===== src/rtl/ctlRegPkg.sv =====
package ctlRegPkg;
  localparam int ADDR_W  = 3;
  localparam int DATA_W  = 8;
  localparam int FRAME_W = ADDR_W + DATA_W;

  typedef struct packed {
    logic              wrEn;
    logic [ADDR_W-1:0] wrAddr;
    logic [DATA_W-1:0] wrData;
    logic              rdEn;
    logic [ADDR_W-1:0] rdAddr;
    logic              convEn;
    logic              modeErr;
  } portStrobe_t;
endpackage


===== src/rtl/ctlRegSeq.sv =====
module ctlRegSeq
  import ctlRegPkg::*;
(
  input  logic               clk,
  input  logic               rstN,
  input  logic               portSel,
  input  logic               outDisable,
  input  logic               wrStrobe,
  input  logic               rdStrobe,
  input  logic               serClk,
  input  logic               serData,
  input  logic [FRAME_W-1:0] busIn,
  output portStrobe_t        st
);
  logic               wrPrev;
  logic               sclkPrev;
  logic [FRAME_W-1:0] shiftReg;
  logic               parMode;
  logic               serMode;
  logic               wrRise;
  logic [FRAME_W-1:0] frame;

  always_ff @(posedge clk or negedge rstN) begin
    if (!rstN) begin
      wrPrev   <= 1'b0;
      sclkPrev <= 1'b0;
      shiftReg <= '0;
    end else begin
      wrPrev   <= wrStrobe;
      sclkPrev <= serClk;
      if (serClk && !sclkPrev)
        shiftReg <= {shiftReg[FRAME_W-2:0], serData};
    end
  end

  always_comb begin
    parMode    = portSel && outDisable;
    serMode    = !portSel;
    wrRise     = wrStrobe && !wrPrev;
    frame      = parMode ? busIn : shiftReg;
    st.wrEn    = wrRise && (parMode || serMode);
    st.wrAddr  = frame[FRAME_W-1 -: ADDR_W];
    st.wrData  = frame[DATA_W-1:0];
    st.rdEn    = parMode && rdStrobe;
    st.rdAddr  = busIn[FRAME_W-1 -: ADDR_W];
    st.convEn  = serMode && !outDisable;
    st.modeErr = portSel && !outDisable;
  end


  prohibited_quiet_chk: assert property (@(posedge clk) disable iff (!rstN)
    (portSel && !outDisable) |-> (!st.wrEn && !st.rdEn && !st.convEn));
endmodule


===== src/rtl/ctlRegFile.sv =====
module ctlRegFile
  import ctlRegPkg::*;
#(
  parameter int          CH_N    = 3,
  parameter int          GAIN_W  = 5,
  parameter int          CFG_W   = 7,
  parameter int          CONV_W  = 12,
  parameter logic [7:0]  OFF_RST = 8'hC0
)(
  input  logic                     clk,
  input  logic                     rstN,
  input  portStrobe_t              st,
  input  logic [CONV_W-1:0]        convData,
  output logic [CFG_W-1:0]         cfgBits,
  output logic [CH_N*DATA_W-1:0]   offsetCodes,
  output logic [CH_N*GAIN_W-1:0]   gainCodes,
  output logic [CONV_W-1:0]        busOut,
  output logic [CONV_W-1:0]        busDrive
);
  localparam int OFF_BASE  = 1;
  localparam int GAIN_BASE = 1 + CH_N;
  localparam logic [ADDR_W-1:0] RSV_ADDR = ADDR_W'(2**ADDR_W - 1);
  localparam logic [CONV_W-1:0] RD_MASK  = CONV_W'({DATA_W{1'b1}});

  logic [CFG_W-1:0]  cfgReg;
  logic [DATA_W-1:0] rdData;

  always_ff @(posedge clk or negedge rstN) begin
    if (!rstN)
      cfgReg <= '0;
    else if (st.wrEn && st.wrAddr == '0)
      cfgReg <= st.wrData[CFG_W-1:0];
  end
  assign cfgBits = cfgReg;

  for (genvar ch = 0; ch < CH_N; ch++) begin : g_chan
    logic [DATA_W-1:0] offReg;
    logic [GAIN_W-1:0] gainReg;
    always_ff @(posedge clk or negedge rstN) begin
      if (!rstN) begin
        offReg  <= OFF_RST;
        gainReg <= '0;
      end else if (st.wrEn) begin
        if (st.wrAddr == ADDR_W'(OFF_BASE + ch))
          offReg <= st.wrData;
        if (st.wrAddr == ADDR_W'(GAIN_BASE + ch))
          gainReg <= st.wrData[GAIN_W-1:0];
      end
    end
    assign offsetCodes[ch*DATA_W +: DATA_W] = offReg;
    assign gainCodes[ch*GAIN_W +: GAIN_W]   = gainReg;
  end

  always_comb begin
    rdData = '0;
    if (st.rdAddr == '0)
      rdData = DATA_W'(cfgReg);
    for (int ch = 0; ch < CH_N; ch++) begin
      if (st.rdAddr == ADDR_W'(OFF_BASE + ch))
        rdData = offsetCodes[ch*DATA_W +: DATA_W];
      if (st.rdAddr == ADDR_W'(GAIN_BASE + ch))
        rdData = DATA_W'(gainCodes[ch*GAIN_W +: GAIN_W]);
    end
  end

  always_comb begin
    busOut   = '0;
    busDrive = '0;
    if (st.convEn) begin
      busOut   = convData;
      busDrive = '1;
    end else if (st.rdEn) begin
      busOut   = CONV_W'(rdData);
      busDrive = RD_MASK;
    end
  end


  cfg_write_chk: assert property (@(posedge clk) disable iff (!rstN)
    (st.wrEn && st.wrAddr == '0) |=> cfgReg == $past(st.wrData[CFG_W-1:0]));

  reserved_ignored_chk: assert property (@(posedge clk) disable iff (!rstN)
    (st.wrEn && st.wrAddr == RSV_ADDR) |=>
      ($stable(cfgReg) && $stable(offsetCodes) && $stable(gainCodes)));

  error_no_write_chk: assert property (@(posedge clk) disable iff (!rstN)
    st.modeErr |=> ($stable(cfgReg) && $stable(offsetCodes) && $stable(gainCodes)));

  conv_drive_chk: assert property (@(posedge clk) disable iff (!rstN)
    st.convEn |-> (busDrive == '1 && busOut == convData));

  read_upper_free_chk: assert property (@(posedge clk) disable iff (!rstN)
    st.rdEn |-> (busDrive == RD_MASK && busOut[CONV_W-1:DATA_W] == '0));
endmodule


===== src/rtl/ctlRegPort.sv =====
module ctlRegPort
  import ctlRegPkg::*;
#(
  parameter int         CH_N    = 3,
  parameter int         GAIN_W  = 5,
  parameter int         CONV_W  = 12,
  parameter logic [7:0] OFF_RST = 8'hC0
)(
  input  logic                   clk,
  input  logic                   rstN,
  input  logic                   portSel,
  input  logic                   outDisable,
  input  logic                   wrStrobe,
  input  logic                   rdStrobe,
  input  logic                   serClk,
  input  logic                   serData,
  input  logic [FRAME_W-1:0]     busIn,
  input  logic [CONV_W-1:0]      convData,
  output logic [CONV_W-1:0]      busOut,
  output logic [CONV_W-1:0]      busDrive,
  output logic                   modeError,
  output logic                   cfgSensorCis,
  output logic                   cfgRefHigh,
  output logic                   cfgRefExt,
  output logic                   cfgSingleCh,
  output logic [1:0]             cfgChanSel,
  output logic                   cfgOrderRev,
  output logic [CH_N*DATA_W-1:0] offsetCodes,
  output logic [CH_N*GAIN_W-1:0] gainCodes
);
  localparam int CFG_W = 7;

  portStrobe_t      st;
  logic [CFG_W-1:0] cfgBits;

  ctlRegSeq u_seq (
    .clk(clk), .rstN(rstN), .portSel(portSel), .outDisable(outDisable),
    .wrStrobe(wrStrobe), .rdStrobe(rdStrobe), .serClk(serClk),
    .serData(serData), .busIn(busIn), .st(st)
  );

  ctlRegFile #(
    .CH_N(CH_N), .GAIN_W(GAIN_W), .CFG_W(CFG_W), .CONV_W(CONV_W),
    .OFF_RST(OFF_RST)
  ) u_file (
    .clk(clk), .rstN(rstN), .st(st), .convData(convData),
    .cfgBits(cfgBits), .offsetCodes(offsetCodes), .gainCodes(gainCodes),
    .busOut(busOut), .busDrive(busDrive)
  );

  assign modeError    = st.modeErr;
  assign cfgSensorCis = cfgBits[0];
  assign cfgRefHigh   = cfgBits[1];
  assign cfgRefExt    = cfgBits[2];
  assign cfgSingleCh  = cfgBits[3];
  assign cfgChanSel   = cfgBits[5:4];
  assign cfgOrderRev  = cfgBits[6];
endmodule


===== config.mk =====
export PLATFORM = sky130hd
export DESIGN_NAME = ctlRegPort
export DESIGN_NICKNAME = d
export VERILOG_FILES = /design/src/rtl/ctlRegPkg.sv /design/src/rtl/ctlRegSeq.sv /design/src/rtl/ctlRegFile.sv /design/src/rtl/ctlRegPort.sv
export SDC_FILE = /design/constraint.sdc
export NUM_CORES = 1
export LEC_CHECK = 0
export BUFFER_PORTS_ARGS = -buffer_cell sky130_fd_sc_hd__buf_2
export CELL_PAD_IN_SITES_DETAIL_PLACEMENT = 0
export CELL_PAD_IN_SITES_GLOBAL_PLACEMENT = 2
export CORE_ASPECT_RATIO = 0.9
export CORE_UTILIZATION = 35
export CTS_CLUSTER_SIZE = 30
export DETAILED_ROUTE_END_ITERATION = 10
export GPL_TIMING_DRIVEN = 0
export HOLD_SLACK_MARGIN = 0.06
export PLACE_DENSITY = 0.95
export SLEW_MARGIN = 0
export SYNTH_ARGS = -nofsm -noshare
export SYNTH_HDL_FRONTEND = slang
export SYNTH_HIERARCHICAL = 1
export SYNTH_SLANG_ARGS = --single-unit

===== constraint.sdc =====
create_clock -name clk -period 4.2 [get_ports clk]
set_input_delay 0.21 -clock clk [delete_from_list [all_inputs] [get_ports clk]]
set_output_delay 0.21 -clock clk [all_outputs]
set_load 0.01 [all_outputs]

==> results of run 1 <==
## kinds of logic (layout without fill, tap and decap cells)
kind of cell | count (synthesis) | count (layout) | synth area share (%)
muxes | 73 | 73 | 26.9
buffers and inverters | 28 | 148 | 5.85
and+or+nand+nor | 47 | 47 | 10.2
DFF | 59 | 59 | 46.9
AOI/OAI and AO/OA | 43 | 43 | 10.1
## power groups by stage
stage | clock [mW] | sequential (mW) | combinational (mW)
detailed placement | 0 | 1.04 | 0.889
finish | 0.498 | 1.02 | 0.886
global route | 0.537 | 1.06 | 0.962
floorplan | 0 | 1.08 | 0.460
global placement | 0 | 1.03 | 0.863
CTS | 0.511 | 1.03 | 0.893
## layer usage
metal	global-route usage [%]	part of all wire [%]
met5	0	0
met2	31.4	48
met3	6.02	5.8
met1	23.9	45
met4	5.00	0.94
## state kept, by name, indices dropped and copies added (netlist names)
signal / cells
u_seq/shiftReg: 11
u_file/g_chan.gainReg: 15
u_file/cfgBits: 7
u_file/g_chan.offReg: 24
u_seq/sclkPrev: 1
u_seq/wrPrev: 1
## cell usage after synthesis, types with 3 or more instances
| library cell | number | area (um^2) |
|---|---|---|
| sky130_fd_sc_hd__nand4b_1 | 4 | 35.0 |
| sky130_fd_sc_hd__dfrtp_1 | 53 | 1330 |
| sky130_fd_sc_hd__mux2_4 | 10 | 150 |
| sky130_fd_sc_hd__nor2_1 | 4 | 15.0 |
| sky130_fd_sc_hd__inv_1 | 4 | 15.0 |
| sky130_fd_sc_hd__nand2_1 | 9 | 33.8 |
| sky130_fd_sc_hd__dfstp_2 | 6 | 158 |
| sky130_fd_sc_hd__o22ai_1 | 4 | 25.0 |
| sky130_fd_sc_hd__o21a_1 | 3 | 22.5 |
| sky130_fd_sc_hd__a32oi_1 | 4 | 35.0 |
| sky130_fd_sc_hd__o21ai_0 | 6 | 30.0 |
| sky130_fd_sc_hd__nor2b_1 | 6 | 37.5 |
| sky130_fd_sc_hd__a21oi_1 | 3 | 15.0 |
| sky130_fd_sc_hd__mux2_2 | 56 | 631 |
| sky130_fd_sc_hd__buf_2 | 4 | 20.0 |
| sky130_fd_sc_hd__mux2i_1 | 7 | 70.1 |
| sky130_fd_sc_hd__and2_1 | 5 | 31.3 |
| sky130_fd_sc_hd__a22o_1 | 4 | 35.0 |
| sky130_fd_sc_hd__nand2b_1 | 3 | 18.8 |
| sky130_fd_sc_hd__buf_4 | 16 | 120 |
## cell type report
cell class | instances | area (um^2)
repair buffers | 104 | 538
clock inverters | 2 | 35.0
well taps | 119 | 149
multi-input cells | 163 | 1490
plain buffers | 24 | 170
fillers | 866 | 4650
flip-flops and latches | 59 | 1480
clock buffers | 14 | 153
inverters | 4 | 15.0
## final timing paths
kind,end,cells after the start
worst min-delay path,u_seq/shiftReg[0],2
min in group asynchronous,u_file/g_chan[1].gainReg[0],2
worst max-delay path,u_file/g_chan[2].offReg[5],5
max in group asynchronous,u_seq/shiftReg[10],2
worst max register to register,u_file/g_chan[2].offReg[5],3
worst min register to register,u_seq/shiftReg[10],1
## metrics by stage
step | hold slack (ns) | utilization, % | instances | cell area, um^2
after CTS | 0.0877 | 46.3 | 488 | 4030
after global placement | 0.330 | 43.9 | 470 | 3820
after floorplan | -0.0856 | - | 250 | 3160
after detailed placement | 0.333 | 43.9 | 470 | 3820
after global routing | 0.0822 | 46.5 | 489 | 4040
final | 0.101 | 46.5 | 489 | 4040
==> results.md, run 1 <==
• mean instance size in the synthesized netlist: 12.7 um^2
• classification of the worst setup path: in2reg
• leakage power: 2.04 nW
• number of H-tree levels: 3
• total vias in the final route: 2429
• family of cells with the greatest summed delay on the critical path: simple AND/OR/NAND/NOR gates
• # Post-CTS Setup Buffers: 0
• CTS Root Buffer Type: sky130_fd_sc_hd__clkbuf_8
• worst setup path startpoint: wrStrobe
• Mapped Nets: 281
• first drt pass iteration count: 4
• internal portion of total power: 1.59 mW
• quantity of I/O buffers inserted on ports: 101
• gate count of the mapped netlist: 250
• Die W: 102 um
• P_sw: 0.821 mW
• transition time at the pin with the least slew margin: 0.818 ns
• number of global-route vias before repair: 2473
• power after layout: 2.41 mW
• Seq/Total Area, Yosys: 46.9%
• minimum clock period after layout: 2.36 ns
• type of the most critical hold path: in2reg
• Worst-path clk slew: 0.06 ns
• post-synthesis instance area: 3160 um^2
• critical path's largest stage delay: 0.68 ns
• effective utilization at floorplan: 36.4%
• Fin. Hold Viols: 0
• number of distinct library cells after synthesis: 45
• Die Ht: 92.2 um
• maximum number of pins on one net before global-route repair: 60
• cts bufs inserted: 9
• Worst Path Arrival: 2.59 ns
• DRT antenna net count: 0
• Peak VDD IR: 255 uV
• HPWL after detailed placement: 6340 um
• clock insertion delay at the later pin of the skew report: 0.34 ns
• number of hold buffers added after cts: 2
• starting DRC count in detailed routing: 89
• full die area: 9420 um^2
• highest clock rate: 0.423 GHz
• maximum clock insertion buffer count: 2
• clock group share of total power: 20.7%
• setup slack at placement: 1.78 ns
• number of max-cap violations: 0
• Ports: 102
• commonest non-fill, non-tap cell in the layout: sky130_fd_sc_hd__buf_2
• number of standard-cell rows in the floorplan: 32
• DRC: 0
• Resize count post-CTS: 0
• count of buffer and inverter cells on the critical path: 2
• wire length per cell after detailed routing: 17.2 um
• area of the core: 8690 um^2
• clk_skew: 0.00720 ns
• area growth from synthesis to layout: 27.7%
• cells traversed along the worst timing path: dlygate4sd3_1 -> buf_2 -> nor3b_1 -> nand4b_1 -> mux2_2
• Overall Global Routing Usage: 19.0%
• most used cells in the layout excluding fill and tap cells: sky130_fd_sc_hd__buf_2 (104), sky130_fd_sc_hd__mux2_2 (56), sky130_fd_sc_hd__dfrtp_1 (53)
• total wirelength of the detailed-routed design: 8390 um
• TritonCTS clock tree: done
• first-pass GRT wire length: 13100 um
• sequential share of power: 42.5%
• diode count: 0
• endpoint class of the critical path: flip-flop
• nets@finish: 396
• status: finished clean
• register-to-register path setup slack: 1.95 ns
• RSZ-0062 raised after global routing: false
• detail-routed via count per cell: 4.97
• total congestion overflow after global routing: 0
• setup TNS: 0 ns
• Gate power share: 36.8%
• share of the clock period used by the worst path: 56.3%
• Async SR Flop Fraction: 100%
• final worst slack: 1.84 ns
• final setup vio count: 0
• total of warnings raised by yosys: 6
• number of synthesized flops with an enable pin: 0
• number of antenna violations at the first check in global routing: 0
• slew margin rel.: 45.3%
• switching power as a share of total power: 34.1%
• Hold Path Origin: serData
• RR Startpoint: u_seq/wrPrev
• areal power density over the cells: 597 nW/um^2
• Slowest-stage cell, CP: sky130_fd_sc_hd__nand4b_1
• most common flop cell mapped by yosys: sky130_fd_sc_hd__dfrtp_1
• clock sink total: 59
• CP max FO: 8
• last weighted congestion value of the routability-driven placer: 0.817
• max-slew violations: 0
• layout cells sized above 1: 58.9%
• worst path required time: 4.42 ns
• number of synthesized register bits: 59
• kind of start point of the critical path: input port
(Power assumes the default switching activity.)
==> inputs of run 2 (changes only) <==
--- a/config.mk
+++ b/config.mk
@@ -9,12 +9,12 @@
 export CELL_PAD_IN_SITES_DETAIL_PLACEMENT = 0
 export CELL_PAD_IN_SITES_GLOBAL_PLACEMENT = 2
 export CORE_ASPECT_RATIO = 0.9
-export CORE_UTILIZATION = 35
+export CORE_UTILIZATION = 33
 export CTS_CLUSTER_SIZE = 30
 export DETAILED_ROUTE_END_ITERATION = 10
 export GPL_TIMING_DRIVEN = 0
 export HOLD_SLACK_MARGIN = 0.06
-export PLACE_DENSITY = 0.95
+export PLACE_DENSITY = 0.92
 export SLEW_MARGIN = 0
 export SYNTH_ARGS = -nofsm -noshare
 export SYNTH_HDL_FRONTEND = slang
==> constraint.sdc (replaced) <==
create_clock -name clk -period 2.3 [get_ports clk]
set_input_delay 0.115 -clock clk [delete_from_list [all_inputs] [get_ports clk]]
set_output_delay 0.115 -clock clk [all_outputs]
set_load 0.01 [all_outputs]
==> run 2 against run 1 <==
Net effect: final cell count grew 0.82%; critical endpoint is now u_file/cfgBits[2]; largest cell class unchanged; critical path depth shrank 1; non-clock buffer count grew 2; register-to-register slack lost 1.6 ns; clock skew grew 0.0020 ns; sequential power grew 84%.
==> results.md, run 2 (same netlist as run 1, synthesis figures left out) <==
• kind of start point of the critical path: flip-flop
• sequential share of power: 43.0%, +0.5 points
• final setup vio count: 0, unchanged
• DRC: 0, unchanged
• area growth from synthesis to layout: 28.1%
• detail-routed via count per cell: 4.86, -2.1%
• biggest regs: u_file/g_chan.offReg: 24 flops, u_file/g_chan.gainReg: 15 flops, u_seq/shiftReg: 11 flops
• Ports: 102, unchanged
• internal portion of total power: 2.86 mW, +80%
• clk_skew: 0.00918 ns, +0.00198 ns
• TritonCTS clock tree: done
• maximum number of pins on one net before global-route repair: 60, unchanged
• area of the core: 9210 um^2, +6.0%
• slew margin rel.: 46.1%, +0.85 points
• fill cell total of the finished layout: 901, +4.0%
• CP max FO: 7, -1
• nets@finish: 398, +0.51%
• share of the clock period used by the worst path: 84.3%
• transition time at the pin with the least slew margin: 0.805 ns, -0.0127 ns
• commonest non-fill, non-tap cell in the layout: sky130_fd_sc_hd__buf_2
• leakage power: 2.05 nW, +0.30%
• final worst slack: 0.362 ns, -1.47 ns
• number of max-cap violations: 0, unchanged
• full die area: 9980 um^2, +5.9%
• number of standard-cell rows in the floorplan: 33, +3.1%
• cts bufs inserted: 9, unchanged
• number of global-route vias before repair: 2418, -2.2%
• starting DRC count in detailed routing: 129, +45%
• flip-flop count of the largest register, all copies and words added: 24, unchanged
• number of antenna violations at the first check in global routing: 0, unchanged
• highest clock rate: 0.516 GHz
• Overall Global Routing Usage: 17.9%, -1.2 points
• power after layout: 4.37 mW, +81%
• areal power density over the cells: 1080 nW/um^2, +81%
• effective utilization at floorplan: 34.4%, -2.1 points
• P_sw: 1.51 mW, +84%
• Peak VDD IR: 338 uV, +32%
• Worst-path clk slew: 0.07 ns, about the same
• clock sink total: 59, unchanged
• Fin. Hold Viols: 0, unchanged
• setup slack at placement: -0.0322 ns, -1.81 ns
• endpoint class of the critical path: flip-flop
• minimum clock period after layout: 1.94 ns
• DRT antenna net count: 0, unchanged
• RSZ-0062 raised after global routing: false
• register name with the most flops: u_file/g_chan.offReg
• clock group share of total power: 20.0%, -0.7 points
• classification of the worst setup path: reg2reg
• total vias in the final route: 2397, -1.3%
• type of the most critical hold path: in2reg
• CTS Root Buffer Type: sky130_fd_sc_hd__clkbuf_8
• HPWL after detailed placement: 6350 um, +0.23%
• worst path required time: 2.52 ns, -1.90 ns
• first drt pass iteration count: 4, unchanged
• maximum clock insertion buffer count: 2, unchanged
• Gate power share: 37.0%, +0.2 points
• total congestion overflow after global routing: 0, unchanged
• diode count: 0, unchanged
• switching power as a share of total power: 34.5%, +0.42 points
• layout cells sized above 1: 59.3%, +0.38 points
• max-slew violations: 0, unchanged
• last weighted congestion value of the routability-driven placer: 0.823, +0.81%
• clock insertion delay at the later pin of the skew report: 0.34 ns, about the same
• total wirelength of the detailed-routed design: 8450 um, +0.80%
• Worst Path Arrival: 2.16 ns, -0.43 ns
• wire length per cell after detailed routing: 17.1 um, about the same
• Die W: 105 um, +2.9%
• status: finished clean
• most used cells in the layout excluding fill and tap cells: sky130_fd_sc_hd__buf_2 (104), sky130_fd_sc_hd__mux2_2 (56), sky130_fd_sc_hd__dfrtp_1 (53)
• number of H-tree levels: 3, unchanged
• first-pass GRT wire length: 13200 um, +0.43%
• quantity of I/O buffers inserted on ports: 101, unchanged
• Die Ht: 94.9 um, +2.9%
==> run 2: cell count changes in the layout (fill, tap and decap cells not counted) <==
cell                            change
sky130_fd_sc_hd__dlygate4sd3_1      +1
sky130_fd_sc_hd__buf_4              +1
sky130_fd_sc_hd__clkbuf_8           -1
sky130_fd_sc_hd__clkinv_2           +1
sky130_fd_sc_hd__nor3b_1            -1
sky130_fd_sc_hd__clkbuf_1           -1
sky130_fd_sc_hd__nor3b_2            +1
==> run 2: repair_timing <==
action / in CTS / in global routing
buffers inserted: 0 / 1
hold endpoints to repair: 3 / 53
hold buffers: 3 / 1
endpoints found under the setup margin: 0 / 26
resized for setup: 0 / 1
==> run 2: final timing paths <==
check	start	endpoint	slack, ns	depth (start not counted)
max	u_seq/wrPrev	u_file/cfgBits[2]	0.36	4
min	busIn[5]	u_file/g_chan[2].offReg[5]	0.18	3
max reg2reg	u_seq/wrPrev	u_file/cfgBits[2]	0.36	4
min reg2reg	u_seq/shiftReg[10]	u_seq/shiftReg[10]	0.53	1
max in group asynchronous	rstN	u_file/g_chan[0].gainReg[0]	1.40	2
min in group asynchronous	rstN	u_file/g_chan[2].gainReg[2]	0.41	2
==> run 2: worst max-delay path: stages (launching register included) <==
cell and delay, ns:
sky130_fd_sc_hd__dfrtp_1 0.38, sky130_fd_sc_hd__nor3b_2 0.39, sky130_fd_sc_hd__nand2b_4 0.13, sky130_fd_sc_hd__nor3_2 0.52
sky130_fd_sc_hd__mux2_2 0.41
==> run 2: area by class of cell <==
cell class / count / area (um^2) / area share [%]
multi-input cells: 163 / 1500 / 37.0
flip-flops and latches: 59 / 1480 / 36.6
repair buffers: 106 / 556 / 13.7
plain buffers: 24 / 170 / 4.20
well taps: 122 / 153 / 3.77
clock buffers: 12 / 135 / 3.34
clock inverters: 3 / 40.0 / 0.988
inverters: 4 / 15.0 / 0.371
==> run 2: metrics by stage <==
| stage | cell area [um^2] | utilization, % | TNS, ns | hold WS [ns] | cells |
|---|---|---|---|---|---|
| after floorplan | 3160 | - | 0 | -0.181 | 250 |
| after global placement | 3820 | 41.5 | -0.101 | 0.237 | 473 |
| after detailed placement | 3820 | 41.5 | -0.167 | 0.242 | 473 |
| after CTS | 4030 | 43.7 | 0 | 0.115 | 491 |
| after global routing | 4050 | 44.0 | 0 | 0.176 | 493 |
| final | 4050 | 44.0 | 0 | 0.177 | 493 |
==> run 2: layer usage <==
metal  track usage [%]  vias to the layer above  share of wire (%)
li1                  -                     1141                  -
met2              29.0                       84                 46
met4              5.40                        0                1.1
met1              23.2                     1163                 48
met3              4.97                        9                5.6
met5                 0                        -                  0
==> run 2: power by group through the flow <==
stage,Clock [mW],Combinational (mW),Sequential (mW)
CTS,0.898,1.63,1.89
global route,0.943,1.77,1.95
detailed placement,0,1.62,1.91
global placement,0,1.58,1.88
floorplan,0,0.840,1.97
finish,0.874,1.62,1.88
